==> config.mk <==
export PLATFORM = sky130hd
export DESIGN_NAME = flash_cmd_stat
export DESIGN_NICKNAME = d
export VERILOG_FILES = /design/src/rtl/flstat_pkg.sv /design/src/rtl/flstat_gate.sv /design/src/rtl/flstat_err_bank.sv /design/src/rtl/flstat_cmpl.sv /design/src/rtl/flash_cmd_stat.sv
export SDC_FILE = /design/constraint.sdc
export NUM_CORES = 1
export LEC_CHECK = 0
export ABC_AREA = 1
export BUFFER_PORTS_ARGS = -buffer_cell sky130_fd_sc_hd__buf_2
export CAP_MARGIN = 20
export CELL_PAD_IN_SITES_DETAIL_PLACEMENT = 0
export CELL_PAD_IN_SITES_GLOBAL_PLACEMENT = 1
export CORE_MARGIN = 2
export CORE_UTILIZATION = 23
export CTS_BUF_LIST = sky130_fd_sc_hd__clkbuf_4 sky130_fd_sc_hd__clkbuf_8
export DETAILED_ROUTE_END_ITERATION = 6
export PLACE_DENSITY = 0.75
export SLEW_MARGIN = 15
export SYNTH_ARGS = -nofsm -noshare
export SYNTH_HDL_FRONTEND = slang
export SYNTH_SLANG_ARGS = --single-unit
==> constraint.sdc <==
create_clock -name clk_i -period 1.1 [get_ports clk_i]
set_input_delay 0.11 -clock clk_i [delete_from_list [all_inputs] [get_ports clk_i]]
set_output_delay 0.11 -clock clk_i [all_outputs]
set_load 0.01 [all_outputs]
==> src/rtl/flstat_pkg.sv <==
package flstat_pkg;
  localparam int REG_W    = 8;
  localparam int NUM_ERR  = 3;
  localparam int CMPL_BIT = 7;
  localparam int RSLT_BIT = 0;

  typedef enum int {ERR_RCOL = 0, ERR_AERR = 1, ERR_PVIO = 2} err_idx_e;

  function automatic int err_pos(input int idx);
    case (idx)
      ERR_RCOL: return 6;
      ERR_AERR: return 5;
      default:  return 4;
    endcase
  endfunction
endpackage

==> src/rtl/flstat_gate.sv <==
module flstat_gate
  import flstat_pkg::*;
(
  input  logic               clk_i,
  input  logic               rst_ni,
  input  logic               cmpl_i,
  input  logic [NUM_ERR-1:0] err_i,
  input  logic               launch_req_i,
  input  logic               ee_wr_i,
  input  logic               ee_ready_i,
  output logic               cmd_start_o,
  output logic               ee_accept_o
);
  logic blocked;

  always_comb begin
    blocked     = err_i[ERR_AERR] | err_i[ERR_PVIO];
    cmd_start_o = launch_req_i & cmpl_i & ~blocked;
    ee_accept_o = ee_wr_i & ee_ready_i & cmpl_i & ~blocked & ~cmd_start_o;
  end


  busy_launch_chk: assert property (@(posedge clk_i) disable iff (!rst_ni)
    !cmpl_i |-> !cmd_start_o && !ee_accept_o);

  err_block_chk: assert property (@(posedge clk_i) disable iff (!rst_ni)
    (err_i[ERR_AERR] || err_i[ERR_PVIO]) |-> !ee_accept_o && !cmd_start_o);
endmodule

==> src/rtl/flstat_err_bank.sv <==
module flstat_err_bank
  import flstat_pkg::*;
(
  input  logic               clk_i,
  input  logic               rst_ni,
  input  logic [NUM_ERR-1:0] set_i,
  input  logic [NUM_ERR-1:0] clr_i,
  output logic [NUM_ERR-1:0] flag_o
);
  for (genvar g = 0; g < NUM_ERR; g++) begin : g_flag
    logic flag_q;

    always_ff @(posedge clk_i or negedge rst_ni) begin
      if (!rst_ni)       flag_q <= 1'b0;
      else if (set_i[g]) flag_q <= 1'b1;
      else if (clr_i[g]) flag_q <= 1'b0;
    end

    assign flag_o[g] = flag_q;


    set_wins_chk: assert property (@(posedge clk_i) disable iff (!rst_ni)
      set_i[g] |=> flag_o[g]);

    w1c_clear_chk: assert property (@(posedge clk_i) disable iff (!rst_ni)
      clr_i[g] && !set_i[g] |=> !flag_o[g]);

    sticky_hold_chk: assert property (@(posedge clk_i) disable iff (!rst_ni)
      flag_o[g] && !clr_i[g] |=> flag_o[g]);
  end
endmodule

==> src/rtl/flstat_cmpl.sv <==
module flstat_cmpl (
  input  logic clk_i,
  input  logic rst_ni,
  input  logic init_done_i,
  input  logic cmd_done_i,
  input  logic cmd_result_i,
  input  logic viol_i,
  input  logic ee_rec_done_i,
  input  logic cmd_start_i,
  input  logic ee_accept_i,
  output logic cmpl_o,
  output logic rslt_o
);
  logic cmpl_q, rslt_q, hw_set, sw_clr;

  always_comb begin
    hw_set = init_done_i | cmd_done_i | viol_i | ee_rec_done_i;
    sw_clr = cmd_start_i | ee_accept_i;
  end

  always_ff @(posedge clk_i or negedge rst_ni) begin
    if (!rst_ni)     cmpl_q <= 1'b0;
    else if (hw_set) cmpl_q <= 1'b1;
    else if (sw_clr) cmpl_q <= 1'b0;
  end

  always_ff @(posedge clk_i or negedge rst_ni) begin
    if (!rst_ni)          rslt_q <= 1'b0;
    else if (cmd_done_i)  rslt_q <= cmd_result_i;
    else if (cmd_start_i) rslt_q <= 1'b0;
  end

  assign cmpl_o = cmpl_q;
  assign rslt_o = rslt_q;


  launch_drop_chk: assert property (@(posedge clk_i) disable iff (!rst_ni)
    cmd_start_i && !hw_set |=> !cmpl_o);

  busy_hold_chk: assert property (@(posedge clk_i) disable iff (!rst_ni)
    !cmpl_o && !hw_set |=> !cmpl_o);

  result_latch_chk: assert property (@(posedge clk_i) disable iff (!rst_ni)
    cmd_done_i |=> cmpl_o && (rslt_o == $past(cmd_result_i)));

  result_clear_chk: assert property (@(posedge clk_i) disable iff (!rst_ni)
    cmd_start_i && !cmd_done_i |=> !rslt_o);
endmodule

==> src/rtl/flash_cmd_stat.sv <==
module flash_cmd_stat
  import flstat_pkg::*;
(
  input  logic             clk_i,
  input  logic             rst_ni,
  input  logic             wr_en_i,
  input  logic [REG_W-1:0] wr_data_i,
  output logic [REG_W-1:0] rd_data_o,
  input  logic             irq_en_i,
  output logic             irq_o,
  input  logic             init_done_i,
  output logic             cmd_launch_o,
  input  logic             cmd_done_i,
  input  logic             cmd_result_i,
  input  logic             acc_viol_i,
  input  logic             prot_viol_i,
  input  logic             flash_rd_i,
  input  logic             ee_ready_i,
  input  logic             ee_wr_i,
  output logic             ee_wr_ok_o,
  input  logic             ee_rec_done_i
);
  localparam int RSV_LO = RSLT_BIT;
  localparam int RSV_HI = 3;

  logic               cmpl, rslt, cmd_start, ee_accept;
  logic [NUM_ERR-1:0] err_flag, err_set, err_clr;

  always_comb begin
    err_set           = '0;
    err_set[ERR_RCOL] = flash_rd_i & ~cmpl;
    err_set[ERR_AERR] = acc_viol_i;
    err_set[ERR_PVIO] = prot_viol_i;
  end

  for (genvar g = 0; g < NUM_ERR; g++) begin : g_clr
    assign err_clr[g] = wr_en_i & wr_data_i[err_pos(g)];
  end

  flstat_gate u_gate (
    .clk_i        (clk_i),
    .rst_ni       (rst_ni),
    .cmpl_i       (cmpl),
    .err_i        (err_flag),
    .launch_req_i (wr_en_i & wr_data_i[CMPL_BIT]),
    .ee_wr_i      (ee_wr_i),
    .ee_ready_i   (ee_ready_i),
    .cmd_start_o  (cmd_start),
    .ee_accept_o  (ee_accept)
  );

  flstat_err_bank u_err (
    .clk_i  (clk_i),
    .rst_ni (rst_ni),
    .set_i  (err_set),
    .clr_i  (err_clr),
    .flag_o (err_flag)
  );

  flstat_cmpl u_cmpl (
    .clk_i         (clk_i),
    .rst_ni        (rst_ni),
    .init_done_i   (init_done_i),
    .cmd_done_i    (cmd_done_i),
    .cmd_result_i  (cmd_result_i),
    .viol_i        (acc_viol_i | prot_viol_i),
    .ee_rec_done_i (ee_rec_done_i),
    .cmd_start_i   (cmd_start),
    .ee_accept_i   (ee_accept),
    .cmpl_o        (cmpl),
    .rslt_o        (rslt)
  );

  always_comb begin
    rd_data_o                       = '0;
    rd_data_o[CMPL_BIT]             = cmpl;
    rd_data_o[err_pos(ERR_RCOL)]    = err_flag[ERR_RCOL];
    rd_data_o[err_pos(ERR_AERR)]    = err_flag[ERR_AERR];
    rd_data_o[err_pos(ERR_PVIO)]    = err_flag[ERR_PVIO];
    rd_data_o[RSLT_BIT]             = rslt;
  end

  assign irq_o        = cmpl & irq_en_i;
  assign cmd_launch_o = cmd_start;
  assign ee_wr_ok_o   = ee_accept;


  reserved_ignore_chk: assert property (@(posedge clk_i) disable iff (!rst_ni)
    wr_en_i && (|wr_data_i[RSV_HI:RSV_LO]) && (wr_data_i[REG_W-1:RSV_HI+1] == '0)
    && !(init_done_i || cmd_done_i || acc_viol_i || prot_viol_i || flash_rd_i
         || ee_wr_i || ee_rec_done_i)
    |=> $stable(rd_data_o));

  collision_chk: assert property (@(posedge clk_i) disable iff (!rst_ni)
    flash_rd_i && cmpl && !wr_en_i && !err_flag[ERR_RCOL] |=> !rd_data_o[6]);

  viol_end_chk: assert property (@(posedge clk_i) disable iff (!rst_ni)
    (acc_viol_i || prot_viol_i) |=> rd_data_o[CMPL_BIT]);
endmodule

==> impl_summary.log, run 1 <==
[metrics] highest ir drop seen on vdd: 0.3166 mV
[metrics] pin count of the biggest net entering global routing: 6
[metrics] clk slew on worst S/H paths: 0.04 ns
[metrics] Avg Cell Area, Syn: 8.270 um2
[metrics] number of pins with negative max-slew slack in the final report: 0
[metrics] share of power burned in the clock network: 44.7%
[metrics] maximum cell stage delay along the critical path: 0.40 ns
[metrics] most used standard cells in the synthesized netlist: nand2_1 (10), buf_4 (8), dfrtp_1 (5), inv_1 (5)
[metrics] final worst-path cycle share: 113.5%
[metrics] count of buffers from port buffering: 24
[metrics] post-synthesis cell type with the largest combined area: dfrtp_1
[metrics] Cell variety after synth: 15
[metrics] switching portion of total power: 23.45%
[metrics] CP Data Arrival Time: about 1.1 ns
[metrics] Fin Setup TNS: -0.2879 ns
[metrics] Power, Total: 0.5266 mW
[metrics] vias after detailed routing: 339
[metrics] die area: approximately 1800 um2
[metrics] fraction of power consumed by combinational cells: ~17%
[metrics] remaining number of nets flagged by the antenna check after routing: 0
[metrics] clock network latency to the later pin of the worst-skew pair: 0.24 ns
[metrics] power per cell area: roughly 1100 nW/um2
[metrics] number of DRC violations after detailed-routing iteration 0: 1
[metrics] clock skew: about 0.0016 ns
[metrics] antenna cell count: 0
[metrics] sum of overflow across all layers after global routing: 0
[metrics] sequential power share: 38.0%
[metrics] floorplan core area: 1334 um2
[metrics] unrepaired setup endpoints after global routing: true
[metrics] Synth Cell Area: 339.1 um2
[metrics] Most used DFF post-synth: dfrtp_1
[metrics] Internal Dissipation: approximately 0.4 mW
[metrics] # H-tree levels: 1
[metrics] total of flip-flops plus latches after synthesis: 5
[metrics] Placer Congestion: 0.7456
[metrics] Inserted Clock Buffers: 3
[metrics] layout cell share with drive strength beyond 1: a little under three fifths
[metrics] launch instance of the worst min-delay path: prot_viol_i
[metrics] status: complete, but fails checks
[metrics] Detail Placement HPWL: between 500 and 600 um
[metrics] Die X-Extent: 42.40 um
[metrics] data required time at the worst endpoint: between 0.9 and 1 ns
[metrics] Register-to-Register Setup Slack: 0.04 ns
[metrics] total setup violations reported at the end of the flow: 2
[metrics] GRT Resource Usage Total: 9.195%
[metrics] crit path cell chain: nor2_4, buf_4, nand3_2, inv_1, buf_2
[metrics] maximum buffer depth of the clock tree: 2
[metrics] Hold Path Sink: u_err.g_flag[2].flag_q
[metrics] leading post-synthesis cells by cell area: dfrtp_1 (37%), buf_4 (18%), nand2_1 (11%)
[metrics] number of maximum-capacitance violations: 0
[metrics] post-route non-filler standard cell count: 83
[metrics] Die H: 42.40 um
[metrics] Detailed Routing Iterations Pass 1: 3
[metrics] routed vias/inst: 4.084
[metrics] area growth from synthesis to layout: 46.13%
[metrics] starting density of the core: 25.42%
[metrics] warnings from Yosys: 0
[metrics] instance count along the most critical hold path: 2
[metrics] worst path buffer plus inverter count: 3
[metrics] final WL: 693 um
[metrics] category of cells accounting for the largest share of critical-path delay: flip-flops
[metrics] number of hold violations in the final report: 0
[metrics] startpoint kind of the worst setup timing path: flip-flop
[metrics] clock sinks: 5
[metrics] Critical Path End Type: output port
[metrics] largest driver fanout on the critical path: 3
[metrics] number of resized instances in the post-cts repair step: 0
[metrics] P_leak: 0.2985 nW
[metrics] violations in the final reports: negative setup slack
[metrics] sequential fraction of the synthesis area: ~37%
[metrics] CTS tree: built
[metrics] layout net count: 90
[metrics] Placed Instances: 74
[metrics] HP Class: in2reg
[metrics] Worst Slack Setup Final: -0.1484 ns
[metrics] initial antenna violation count: 0
[metrics] Cells after Synth: 41
[metrics] RR Endpoint: u_cmpl.rslt_o
[metrics] Tmin final: 1.248 ns
[metrics] Rows: 13
[metrics] global-route wire length before repair: 1.131 mm
[metrics] fraction of synthesis flops using an asynchronous set or reset pin: 100.0%
[metrics] wire length per cell after detailed routing: 8.349 um
[metrics] slowest library cell on the worst path: dfrtp_1
[metrics] Layout Utilization: 37.15%
[metrics] power dissipated by switching net loads: roughly 0.12 mW
[metrics] logic depth of the worst register-to-register path: 6
[metrics] reg-to-reg critical path startpoint: u_err.g_flag[2].flag_q
[metrics] area share of the largest cell type after synthesis: between 30% and 40%
[metrics] most instantiated library cell after synthesis: nand2_1
[metrics] Fmax: 801.1 MHz
[metrics] type of the setup path with the least slack: reg2out
[metrics] Post-synth EDFFs: 0
[metrics] top-level I/O count: 32
[metrics] via count of the first global-routing pass: 307
[metrics] DRC errors left: 0
[metrics] clock tree root driver cell: clkbuf_4
[layer usage]
metal / vias up / track usage, % / part of all wire [%]
met2: 24 / 13.54 / 42
li1: 171 / - / -
met1: 139 / 8.854 / 38
met5: - / 0 / 0
met3: 5 / 3.448 / 14
met4: 0 / 11.25 / 5.5
[power by group through the flow]
| stage | Sequential (mW) | Clock, mW | Combinational, mW |
|---|---|---|---|
| final | 0.200 | 0.236 | 0.0911 |
| after CTS | 0.200 | 0.245 | 0.0913 |
| after global routing | 0.201 | 0.257 | 0.103 |
| after floorplan | 0.203 | 0 | 0.0523 |
| after global placement | 0.204 | 0 | 0.0793 |
| after detailed placement | 0.204 | 0 | 0.0795 |
[final cells by class]
cell class / instances / area (um2)
Clock buffer: 4 / 30.03
Multi-Input combinational cell: 24 / 138.9
Sequential cell: 5 / 125.1
Fill cell: 162 / 838.3
Timing Repair Buffer: 29 / 160.2
Inverter: 6 / 22.52
Tap cell: 15 / 18.77
[cells by family (layout without fill, tap and decap cells)]
logic type             Yosys count  in the layout  synth area share [%]
AOI/OAI and AO/OA                4              4                 9.965
buffers and inverters           14             39                 24.35
DFF                              5              5                 36.90
other                            1              3                 1.106
and+or+nand+nor                 17             17                 27.68
[registers in the layout, indices dropped and copies added, names as in the netlist]
signal               flops
u_cmpl.rslt_o            1
u_cmpl.cmpl_o            1
u_err.g_flag.flag_q      3
[stage by stage]
step / setup WS [ns] / hold WS [ns] / instance area (um2)
after floorplan: 0.1810 / -0.1856 / 346.6
after global placement: 0.1185 / -0.07182 / 425.4
after detailed placement: 0.09184 / -0.06980 / 425.4
after CTS: -0.1503 / 0.05763 / 488.0
after global routing: -0.2287 / 0.06299 / 495.5
final: -0.1484 / 0.06337 / 495.5
[cell usage in the layout (no fill, tap or decap), types with 2 or more instances in the layout]
| cell type | n |
|---|---|
| conb_1 | 3 |
| buf_4 | 4 |
| buf_2 | 24 |
| clkbuf_4 | 4 |
| nand3_2 | 2 |
| nand2_1 | 10 |
| inv_1 | 5 |
| dfrtp_1 | 5 |
| nor2_1 | 2 |
[worst max-delay path by stage]
stage | startpoint | endpoint | slack, ns | depth (start not counted)
global placement | u_err.g_flag[2].flag_q | ee_wr_ok_o | 0.12 | 4
finish | u_err.g_flag[2].flag_q | cmd_launch_o | -0.15 | 5
global route | u_err.g_flag[2].flag_q | ee_wr_ok_o | -0.23 | 4
detailed placement | u_err.g_flag[2].flag_q | ee_wr_ok_o | 0.09 | 4
CTS | u_err.g_flag[1].flag_q | ee_wr_ok_o | -0.15 | 4
floorplan | u_err.g_flag[2].flag_q | ee_wr_ok_o | 0.18 | 3
[what timing repair did]
item,4_1_cts,5_1_grt
pin swaps,2,2
hold endpoints to repair,5,0
hold buffers,1,0
setup buffers,3,1
setup endpoints to repair,2,2
No activity file was read; power rests on OpenSTA's default activity.
==> run 2, diff against run 1 <==
- BUFFER_PORTS_ARGS: -buffer_cell sky130_fd_sc_hd__buf_2 -> -buffer_cell sky130_fd_sc_hd__buf_4
==> impl_summary.log, run 2 (synthesized netlist as in run 1, its figures left out) <==
[metrics] DP Area: about 490 um2
[metrics] starting density of the core: 25.42%
[metrics] power dissipated by switching net loads: about 0.12 mW
[metrics] share of power burned in the clock network: 43.0%
[metrics] number of DRC violations after detailed-routing iteration 0: 2
[metrics] clock tree root driver cell: clkbuf_4
[metrics] status: complete, but fails checks
[metrics] fraction of power consumed by combinational cells: 20.1%
[metrics] maximum cell stage delay along the critical path: 0.40 ns
[metrics] unrepaired setup endpoints after global routing: true
[metrics] Fmax: 813.7 MHz
[metrics] floorplan core area: 1334 um2
[metrics] number of hold violations in the final report: 0
[metrics] layout cell share with drive strength beyond 1: 57.58%
[metrics] Die X-Extent: 42.40 um
[metrics] pin count of the biggest net entering global routing: 6
[metrics] crit path cell chain: nor2_4, nand4_2, nor2_1, buf_4
[metrics] count of buffers from port buffering: 24
[metrics] startpoint kind of the worst setup timing path: flip-flop
[metrics] clk slew on worst S/H paths: 0.04 ns
[metrics] type of the setup path with the least slack: reg2out
[metrics] DRC errors left: 0
[metrics] most frequent standard cell in the layout excluding fill and tap cells: buf_4
[metrics] sum of overflow across all layers after global routing: 0
[metrics] Layout Utilization: between 40% and 50%
[metrics] sequential power share: a little under two fifths
[metrics] violations in the final reports: negative setup slack
[metrics] highest ir drop seen on vdd: 0.2924 mV
[metrics] number of pins with negative max-slew slack in the final report: 0
[metrics] initial antenna violation count: 0
[metrics] GRT Resource Usage Total: about a tenth
[metrics] number of maximum-capacitance violations: 0
[metrics] slowest library cell on the worst path: dfrtp_1
[metrics] vias after detailed routing: 321
[metrics] layout net count: 88
[metrics] die area: 1797 um2
[metrics] power per cell area: 990.9 nW/um2
[metrics] clock skew: 0.0006865 ns
[metrics] design area: 548.0 um2
[metrics] switching portion of total power: 22.51%
[metrics] most used cells in the layout excluding fill and tap cells: buf_4 (24), nand2_1 (10), dfrtp_1 (5)
[metrics] antenna cell count: 0
[metrics] worst path buffer plus inverter count: 1
[metrics] final WL: between 700 and 800 um
[metrics] area growth from synthesis to layout: 61.62%
[metrics] total setup violations reported at the end of the flow: 2
[metrics] via count of the first global-routing pass: 332
[metrics] routed vias/inst: 3.963
[metrics] CTS tree: built
[metrics] P_leak: 0.3096 nW
[metrics] Detail Placement HPWL: 638.9 um
[metrics] clock sinks: 5
[metrics] clock network latency to the later pin of the worst-skew pair: between 0.2 and 0.25 ns
[metrics] largest driver fanout on the critical path: 3
[metrics] Largest Register: u_err.g_flag.flag_q
[metrics] data required time at the worst endpoint: 0.99 ns
[metrics] Tmin final: between 1 and 1.5 ns
[metrics] wire length per cell after detailed routing: roughly 9.5 um
[metrics] number of flip-flops in the largest register: 3
[metrics] final worst-path cycle share: 111.7%
[metrics] Inserted Clock Buffers: 3
[metrics] maximum buffer depth of the clock tree: 2
[metrics] category of cells accounting for the largest share of critical-path delay: flip-flops
[metrics] Detailed Routing Iterations Pass 1: 3
[metrics] Rows: 13
[metrics] Worst Slack Setup Final: -0.1290 ns
[metrics] post-route non-filler standard cell count: 81
[metrics] CP Data Arrival Time: 1.12 ns
[metrics] Internal Dissipation: 0.4208 mW
[metrics] Placer Congestion: 0.7229
[metrics] HP Class: in2reg
[metrics] Die H: 42.40 um
[metrics] # H-tree levels: 1
[metrics] Critical Path End Type: output port
[metrics] top-level I/O count: 32
[metrics] remaining number of nets flagged by the antenna check after routing: 0
[metrics] global-route wire length before repair: roughly 1.3 mm
[metrics] Placed Instances: 74
## run 2: power groups by stage
stage / sequential (mW) / combinational, mW / clock, mW
after global placement: 0.204 / 0.101 / 0
final: 0.201 / 0.109 / 0.233
after detailed placement: 0.205 / 0.102 / 0
after global routing: 0.202 / 0.121 / 0.248
after floorplan: 0.203 / 0.0523 / 0
after CTS: 0.201 / 0.111 / 0.241
## run 2: cell type report
class,instances,area [um2]
Inverter,6,22.52
Multi-Input combinational cell,24,138.9
Timing Repair Buffer,27,212.7
Sequential cell,5,125.1
Clock buffer,4,30.03
Fill cell,152,785.8
Tap cell,15,18.77
## run 2: metrics by stage
stage / hold WS, ns / setup WS (ns) / setup TNS (ns) / total power [mW]
after floorplan: -0.1856 / 0.1810 / 0 / 0.2553
after global placement: -0.08531 / 0.1055 / 0 / 0.3057
after detailed placement: -0.08413 / 0.1060 / 0 / 0.3066
after CTS: 0.05720 / -0.1439 / -0.2106 / 0.5523
after global routing: 0.05766 / -0.2338 / -0.3673 / 0.5707
final: 0.06209 / -0.1290 / -0.1902 / 0.5431
## run 2: timing repair
item                                   4_1_cts  5_1_grt
cloned                                       0        0
pin swaps                                    2        1
endpoints found under the hold margin        5        0
setup endpoints to repair                    2        3
hold buffers                                 1        0
buffers inserted                             3        0
resized for setup                            2        1
## run 2: worst paths after layout
check	startpoint	end	slack, ns	cells after the start
worst max register to register	u_err.g_flag[1].flag_q	u_cmpl.rslt_o	0.11	5
worst min register to register	u_cmpl.rslt_o	u_cmpl.rslt_o	0.51	2
worst min-delay path	prot_viol_i	u_err.g_flag[2].flag_q	0.06	2
min in group asynchronous	rst_ni	u_cmpl.cmpl_o	0.22	2
worst max-delay path	u_err.g_flag[1].flag_q	ee_wr_ok_o	-0.13	4
max in group asynchronous	rst_ni	u_err.g_flag[1].flag_q	0.78	2
## run 2: per-layer routing
metal,global-route usage (%),wire [um]
met1,9.635,295
met2,16.92,384
met3,3.017,77
met4,7.500,14
met5,0,0
